**src/rtl/colseq_pkg.sv**
```systemverilog
package colseq_pkg;

    localparam int LOW_W = 3;

    typedef enum logic [0:0] {
        ST_IDLE  = 1'b0,
        ST_BURST = 1'b1
    } seq_state_t;

    // Low-bit mask for a length code; zero marks a reserved code.
    function automatic logic [LOW_W-1:0] len_mask(input logic [2:0] code);
        unique case (code)
            3'b001:  len_mask = 3'b001;
            3'b010:  len_mask = 3'b011;
            3'b011:  len_mask = 3'b111;
            default: len_mask = 3'b000;
        endcase
    endfunction

endpackage

```
**src/rtl/colseq_cfg.sv**
```systemverilog
module colseq_cfg
    import colseq_pkg::*;
(
    input  logic             clk,
    input  logic             rst_n,
    input  logic             load,
    input  logic             busy,
    input  logic [2:0]       code_in,
    input  logic             order_in,
    output logic [LOW_W-1:0] mask,
    output logic             order,
    output logic             err
);

    logic [2:0] code_q;
    logic       order_q;

    always_ff @(posedge clk or negedge rst_n) begin
        if (!rst_n) begin
            code_q  <= 3'b010;
            order_q <= 1'b0;
        end else if (load && !busy) begin
            code_q  <= code_in;
            order_q <= order_in;
        end
    end

    always_comb begin
        mask  = len_mask(code_q);
        order = order_q;
        err   = (mask == '0);
    end

    // settings never move while the sequencer is busy
    assert_cfg_frozen_R10: assert property (@(posedge clk) disable iff (!rst_n)
        busy |=> $stable(code_q) && $stable(order_q));

endmodule

```
**src/rtl/colseq_order.sv**
```systemverilog
module colseq_order
    import colseq_pkg::*;
#(
    parameter int COL_W = 10,
    parameter int LANE  = 0
) (
    input  logic [COL_W-1:0] base_col,
    input  logic [LOW_W-1:0] mask,
    input  logic             order,
    input  logic [1:0]       pair_idx,
    output logic [COL_W-1:0] col
);

    logic [LOW_W-1:0] beat;
    logic [LOW_W-1:0] low;
    logic [COL_W-1:0] keep_mask;

    always_comb begin
        beat      = {pair_idx, LANE[0]};
        low       = order ? (base_col[LOW_W-1:0] ^ beat)
                          : (base_col[LOW_W-1:0] + beat);
        keep_mask = {{(COL_W-LOW_W){1'b1}}, ~mask};
        col       = (base_col & keep_mask) | {{(COL_W-LOW_W){1'b0}}, low & mask};
    end

endmodule

```
**src/rtl/ddr_burst_colseq.sv**
```systemverilog
module ddr_burst_colseq
    import colseq_pkg::*;
#(
    parameter int COL_W = 10
) (
    input  logic             clk,
    input  logic             rst_n,
    input  logic             cfg_load,
    input  logic [2:0]       cfg_len_code,
    input  logic             cfg_order,
    input  logic             cmd_start,
    input  logic [COL_W-1:0] cmd_col,
    input  logic             trunc,
    output logic             beat_valid,
    output logic [COL_W-1:0] col_rise,
    output logic [COL_W-1:0] col_fall,
    output logic             last_beat,
    output logic             cfg_err
);

    localparam int LANES = 2;

    seq_state_t       state_q, state_d;
    logic [1:0]       idx_q, idx_d;
    logic [COL_W-1:0] base_q, base_d;
    logic [LOW_W-1:0] mask;
    logic             order;
    logic [1:0]       last_idx;
    logic             accept;
    logic             busy;
    logic [COL_W-1:0] lane_col [LANES];

    assign busy = (state_q == ST_BURST) || cmd_start;

    colseq_cfg u_cfg (
        .clk      (clk),
        .rst_n    (rst_n),
        .load     (cfg_load),
        .busy     (busy),
        .code_in  (cfg_len_code),
        .order_in (cfg_order),
        .mask     (mask),
        .order    (order),
        .err      (cfg_err)
    );

    genvar g;
    generate
        for (g = 0; g < LANES; g++) begin : g_lane
            colseq_order #(.COL_W(COL_W), .LANE(g)) u_order (
                .base_col (base_q),
                .mask     (mask),
                .order    (order),
                .pair_idx (idx_q),
                .col      (lane_col[g])
            );
        end
    endgenerate

    assign last_idx = mask[2:1];
    assign accept   = cmd_start && !cfg_err;

    always_comb begin
        state_d = state_q;
        idx_d   = idx_q;
        base_d  = base_q;
        if (accept) begin
            state_d = ST_BURST;
            idx_d   = 2'd0;
            base_d  = cmd_col;
        end else begin
            unique case (state_q)
                ST_IDLE: ;
                ST_BURST: begin
                    if (trunc || idx_q == last_idx) begin
                        state_d = ST_IDLE;
                    end else begin
                        idx_d = idx_q + 2'd1;
                    end
                end
                default: state_d = ST_IDLE;
            endcase
        end
    end

    always_ff @(posedge clk or negedge rst_n) begin
        if (!rst_n) begin
            state_q <= ST_IDLE;
            idx_q   <= 2'd0;
            base_q  <= '0;
        end else begin
            state_q <= state_d;
            idx_q   <= idx_d;
            base_q  <= base_d;
        end
    end

    always_comb begin
        beat_valid = (state_q == ST_BURST);
        last_beat  = beat_valid && (idx_q == last_idx);
        col_rise   = lane_col[0];
        col_fall   = lane_col[1];
    end

    // the first even beat is the command column itself
    assert_first_beat_R5: assert property (@(posedge clk) disable iff (!rst_n)
        (cmd_start && !cfg_err) |=> beat_valid && (col_rise == $past(cmd_col)));

    // both lanes share the same block above the wrap bits
    assert_same_block_R4: assert property (@(posedge clk) disable iff (!rst_n)
        beat_valid |-> ((col_rise >> LOW_W) == (col_fall >> LOW_W)));

    // the two beats of a pair never alias
    assert_lanes_differ_R3: assert property (@(posedge clk) disable iff (!rst_n)
        beat_valid |-> (col_rise != col_fall));

    // nothing follows the last pair unless a new command arrives
    assert_last_ends_R6: assert property (@(posedge clk) disable iff (!rst_n)
        (last_beat && !cmd_start) |=> !beat_valid);

    // truncation stops the burst on the next cycle
    assert_trunc_stops_R7: assert property (@(posedge clk) disable iff (!rst_n)
        (beat_valid && trunc && !cmd_start) |=> !beat_valid && !last_beat);

    // a reserved mode never yields beats
    assert_err_silent_R9: assert property (@(posedge clk) disable iff (!rst_n)
        cfg_err |-> !beat_valid);

endmodule

```
**config.mk**
```make
export PLATFORM = sky130hd
export DESIGN_NAME = ddr_burst_colseq
export DESIGN_NICKNAME = d
export VERILOG_FILES = /design/src/rtl/colseq_pkg.sv /design/src/rtl/colseq_cfg.sv /design/src/rtl/colseq_order.sv /design/src/rtl/ddr_burst_colseq.sv
export SDC_FILE = /design/constraint.sdc
export NUM_CORES = 1
export LEC_CHECK = 0
export BUFFER_PORTS_ARGS = -buffer_cell sky130_fd_sc_hd__buf_2
export CORE_MARGIN = 4
export CORE_UTILIZATION = 37
export DETAILED_ROUTE_END_ITERATION = 10
export SLEW_MARGIN = 20
export SYNTH_ARGS = -nofsm -noshare
export SYNTH_HDL_FRONTEND = slang
export SYNTH_SLANG_ARGS = --single-unit
export TNS_END_PERCENT = 50
```
**constraint.sdc**
```tcl
create_clock -name clk -period 2 [get_ports clk]
set_input_delay 0.1 -clock clk [delete_from_list [all_inputs] [get_ports clk]]
set_output_delay 0.1 -clock clk [all_outputs]
set_load 0.03 [all_outputs]
```
==> results by group <==
Power and ir drop
  – Cell Pwr Density: 1900 mW/mm^2
  – Tot Pwr: 2.32 mW
  – Worst IR Drop VDD: 1.04 mV
  – LEAKAGE: 0.638 nW

Timing
  – Slew HR: 74.2%
  – Max Slew Vio Count: 0
  – Period utilization: 99.4%
  – Setup ws final: 0.0112 ns
  – Setup Skew: 0.000436 ns
  – Final Hold Vio Count: 0
  – Highest clock rate: 503 MHz
  – Worst-margin pin slew: 0.386 ns
  – Final Critical Period: 1.99 ns
  – # setup viols final: 0
  – RSZ-0062 raised after global routing: yes

Global routing
  – First-pass GRT wire length: 3110 microns
  – Vias in the first global route: 687
  – Largest net degree at the start of global routing: 18
  – Antenna violations before repair: 0
  – Total GRT Usage: 11.6%
  – GRT overflow: 0

Hold path
  – Class of the worst hold path: primary input to flop

Synthesis
  – Post-Syn Area: 0.00102 sq mm
  – Mapped Avg Cell Area: 11.5 sq um
  – Yosys warnings: 0
  – Seq/Total Area, Yosys: 41.7%
  – Adder-cell share of the synthesized area: 3.18%
  – Post-Synth XOR/XNOR Area: 4.28%
  – Largest family of logic cells by synthesized area: multiplexers
  – Unique masters post-synth: 28
  – Post-Synth Simple-Gate Area: 11.6%
  – Compound-Gate Fraction of Synth Area: 5.99%
  – Multiplexer share of the synthesized area: 20.0%
  – Seq cells post-synth: 17
  – Mapped Cells: 89
  – Syn_nets: 110

Placed design
  – Total placed instance area: 0.00115 sq mm
  – I/O Buffers: 41
  – Inst Count DP: 144
  – Final Wtd Congestion: 0.933
  – Hpwl dp: 1510 microns
  – Place WS: 0.194 ns

Critical path
  – Setup slack, reg-to-reg: 0.55 ns
  – RR Endpoint: base_q[1]
  – Req. time, crit path: 1.90 ns
  – Crit. Startpoint: base_q[0]
  – Critical path type: flop to output port
  – End of the critical path: col_fall[2]
  – Critical Path AT: 1.89 ns
  – Maximum fanout along the worst path: 2
  – Startpoint types: flop
  – R2R cell count: 4
  – Worst R2R Start: u_cfg.code_q[1]
  – Crit. End Element: output port

Finish
  – Ant. Diodes: 0
  – Number of fill cells: 265
  – Share of layout cells above drive strength 1: 52.8%
  – Nets@finish: 145
  – Design area: 0.00122 sq mm
  – Non-Filler Instances: 153
  – Area growth syn-to-layout: 18.9%

Clock network
  – Clk sinks: 17
  – Clk pin slew, worst setup/hold paths: 0.09 ns
  – Worst-Skew Late Latency: 0.28 ns
  – CTS root buffer: clkbuf_4
  – CTS H-tree lvls: 1
  – Worst-case clock buffer depth: 2
  – CTS Buf Count: 3
  – TritonCTS clock tree: built

Die
  – Initial Utilization: 39.9%
  – Row count: 18
  – Die ar.: 0.00367 sq mm
  – Core area: 0.00257 sq mm
  – Die Width: 60.6 microns
  – Die H: 60.6 microns
  – Io pins: 42

Route
  – DRT antenna net count: 0
  – Residual DRC: 0
  – First-pass DRT Iterations: 3
  – Vias post-DR: 717
  – DRT iter0 DRCs: 6
  – Vias per cell: 4.69
  – Average wire per standard cell: 12.9 microns
  – DRT Wirelength: 1970 microns

Flow run
  – Max Cap Violations: 0

Run status
  – Status: finished, final reports clean
## cell usage after synthesis
master	count	area share [%]
dfrtp_1	16	39
buf_4	14	10
mux2_4	10	15
nor2_1	5	1.8
inv_1	4	1.5
mux2_1	4	4.4
nand2_1	4	1.5
nor2b_1	4	2.4
o21ai_0	4	2.0
a21oi_1	3	1.5
xor2_1	3	2.6
xnor2_1	2	1.7
a21oi_2	1	0.86
a221oi_1	1	0.86
a22o_1	1	0.86
buf_6	1	1.1
clkbuf_1	1	0.37
dfstp_2	1	2.6
fa_1	1	2.0
ha_1	1	1.2
mux2i_1	1	0.98
nand2_4	1	1.1
nand2b_1	1	0.61
nand3b_1	1	0.73
nor2_4	1	1.1
nor3_1	1	0.49
nor3b_2	1	1.2
or3_1	1	0.61
## routing by layer
layer	part of all wire, %	GRT usage [%]
met1	43	14.3
met2	50	18.5
met3	5.2	3.40
met4	1.9	5.57
met5	0	0
## metrics by stage
| step | hold WS (ns) | TNS (ns) | utilization (%) |
|---|---|---|---|
| 6_report | 0.0213 | 0 | 47.4 |
| 5_1_grt | 0.00660 | -0.122 | 47.4 |
| 4_1_cts | 0.00999 | -0.00190 | 47.1 |
| 3_5_place_dp | 0.0507 | 0 | 44.6 |
| 3_3_place_gp | 0.0470 | 0 | 44.6 |
| 2_1_floorplan | -0.196 | 0 | - |
## registers in the layout, summed over array words and instances, names as in the netlist
register and flops:
base_q 10, u_cfg.code_q 3, idx_q 2, beat_valid 1
u_cfg.order 1
## critical path, stage by stage (launching register included)
cell	delay [ns]
dfrtp_1	0.38
inv_2	0.06
fa_2	0.38
or3_1	0.32
a21oi_2	0.14
xor2_1	0.14
buf_4	0.17
## power by group
| group | total, mW | switching [mW] | internal, mW |
|---|---|---|---|
| sequential | 0.645 | 0.140 | 0.505 |
| combinational | 1.49 | 0.915 | 0.577 |
| clock | 0.182 | 0.104 | 0.0775 |
| total | 2.32 | 1.16 | 1.16 |
## repair_timing
action / in CTS / in global routing
buffers inserted: 3 / 1
gates cloned: 0 / 0
endpoints found under the hold margin: 16 / 0
hold buffers: 1 / 0
pin swaps: 2 / 0
setup endpoints to repair: 1 / 1
resized for setup: 3 / 0
## cell usage in the layout (no fill, tap or decap), types with 2 or more instances in the layout
master,count
inv_1,3
a21oi_1,3
nor2_1,5
clkbuf_4,3
buf_2,40
mux2_4,10
o21ai_0,4
dfrtp_1,16
buf_4,5
mux2_1,4
xnor2_1,2
nand2_1,4
xor2_1,3
nor2b_1,4
## final cells by class
type                       instances  area [sq um]  area share [%]
clock buffer                       4          26.3            2.16
timing repair buffer              46           248            20.3
inverter                           4          15.0            1.23
multi-input combinational         52           464            38.1
tap                               30          37.5            3.08
sequential                        17           427            35.0
## worst min-delay path by stage
stage	startpoint	end	cells after the start
3_5_place_dp	rst_n	u_cfg.code_q[0]	1
5_1_grt	cfg_order	u_cfg.order	2
3_3_place_gp	rst_n	u_cfg.code_q[0]	1
6_report	cfg_order	u_cfg.order	2
4_1_cts	cfg_order	u_cfg.order	2
2_1_floorplan	rst_n	base_q[0]	0
## logic make-up after synthesis
kind of cell	after synthesis
buffers and inverters	20
and+or+nand+nor	20
DFF	17
muxes	15
AOI/OAI and AO/OA	10
xor gates and xnor gates	5
adders and majority gates	2
Note: power is estimated with default switching activity, not from simulation.
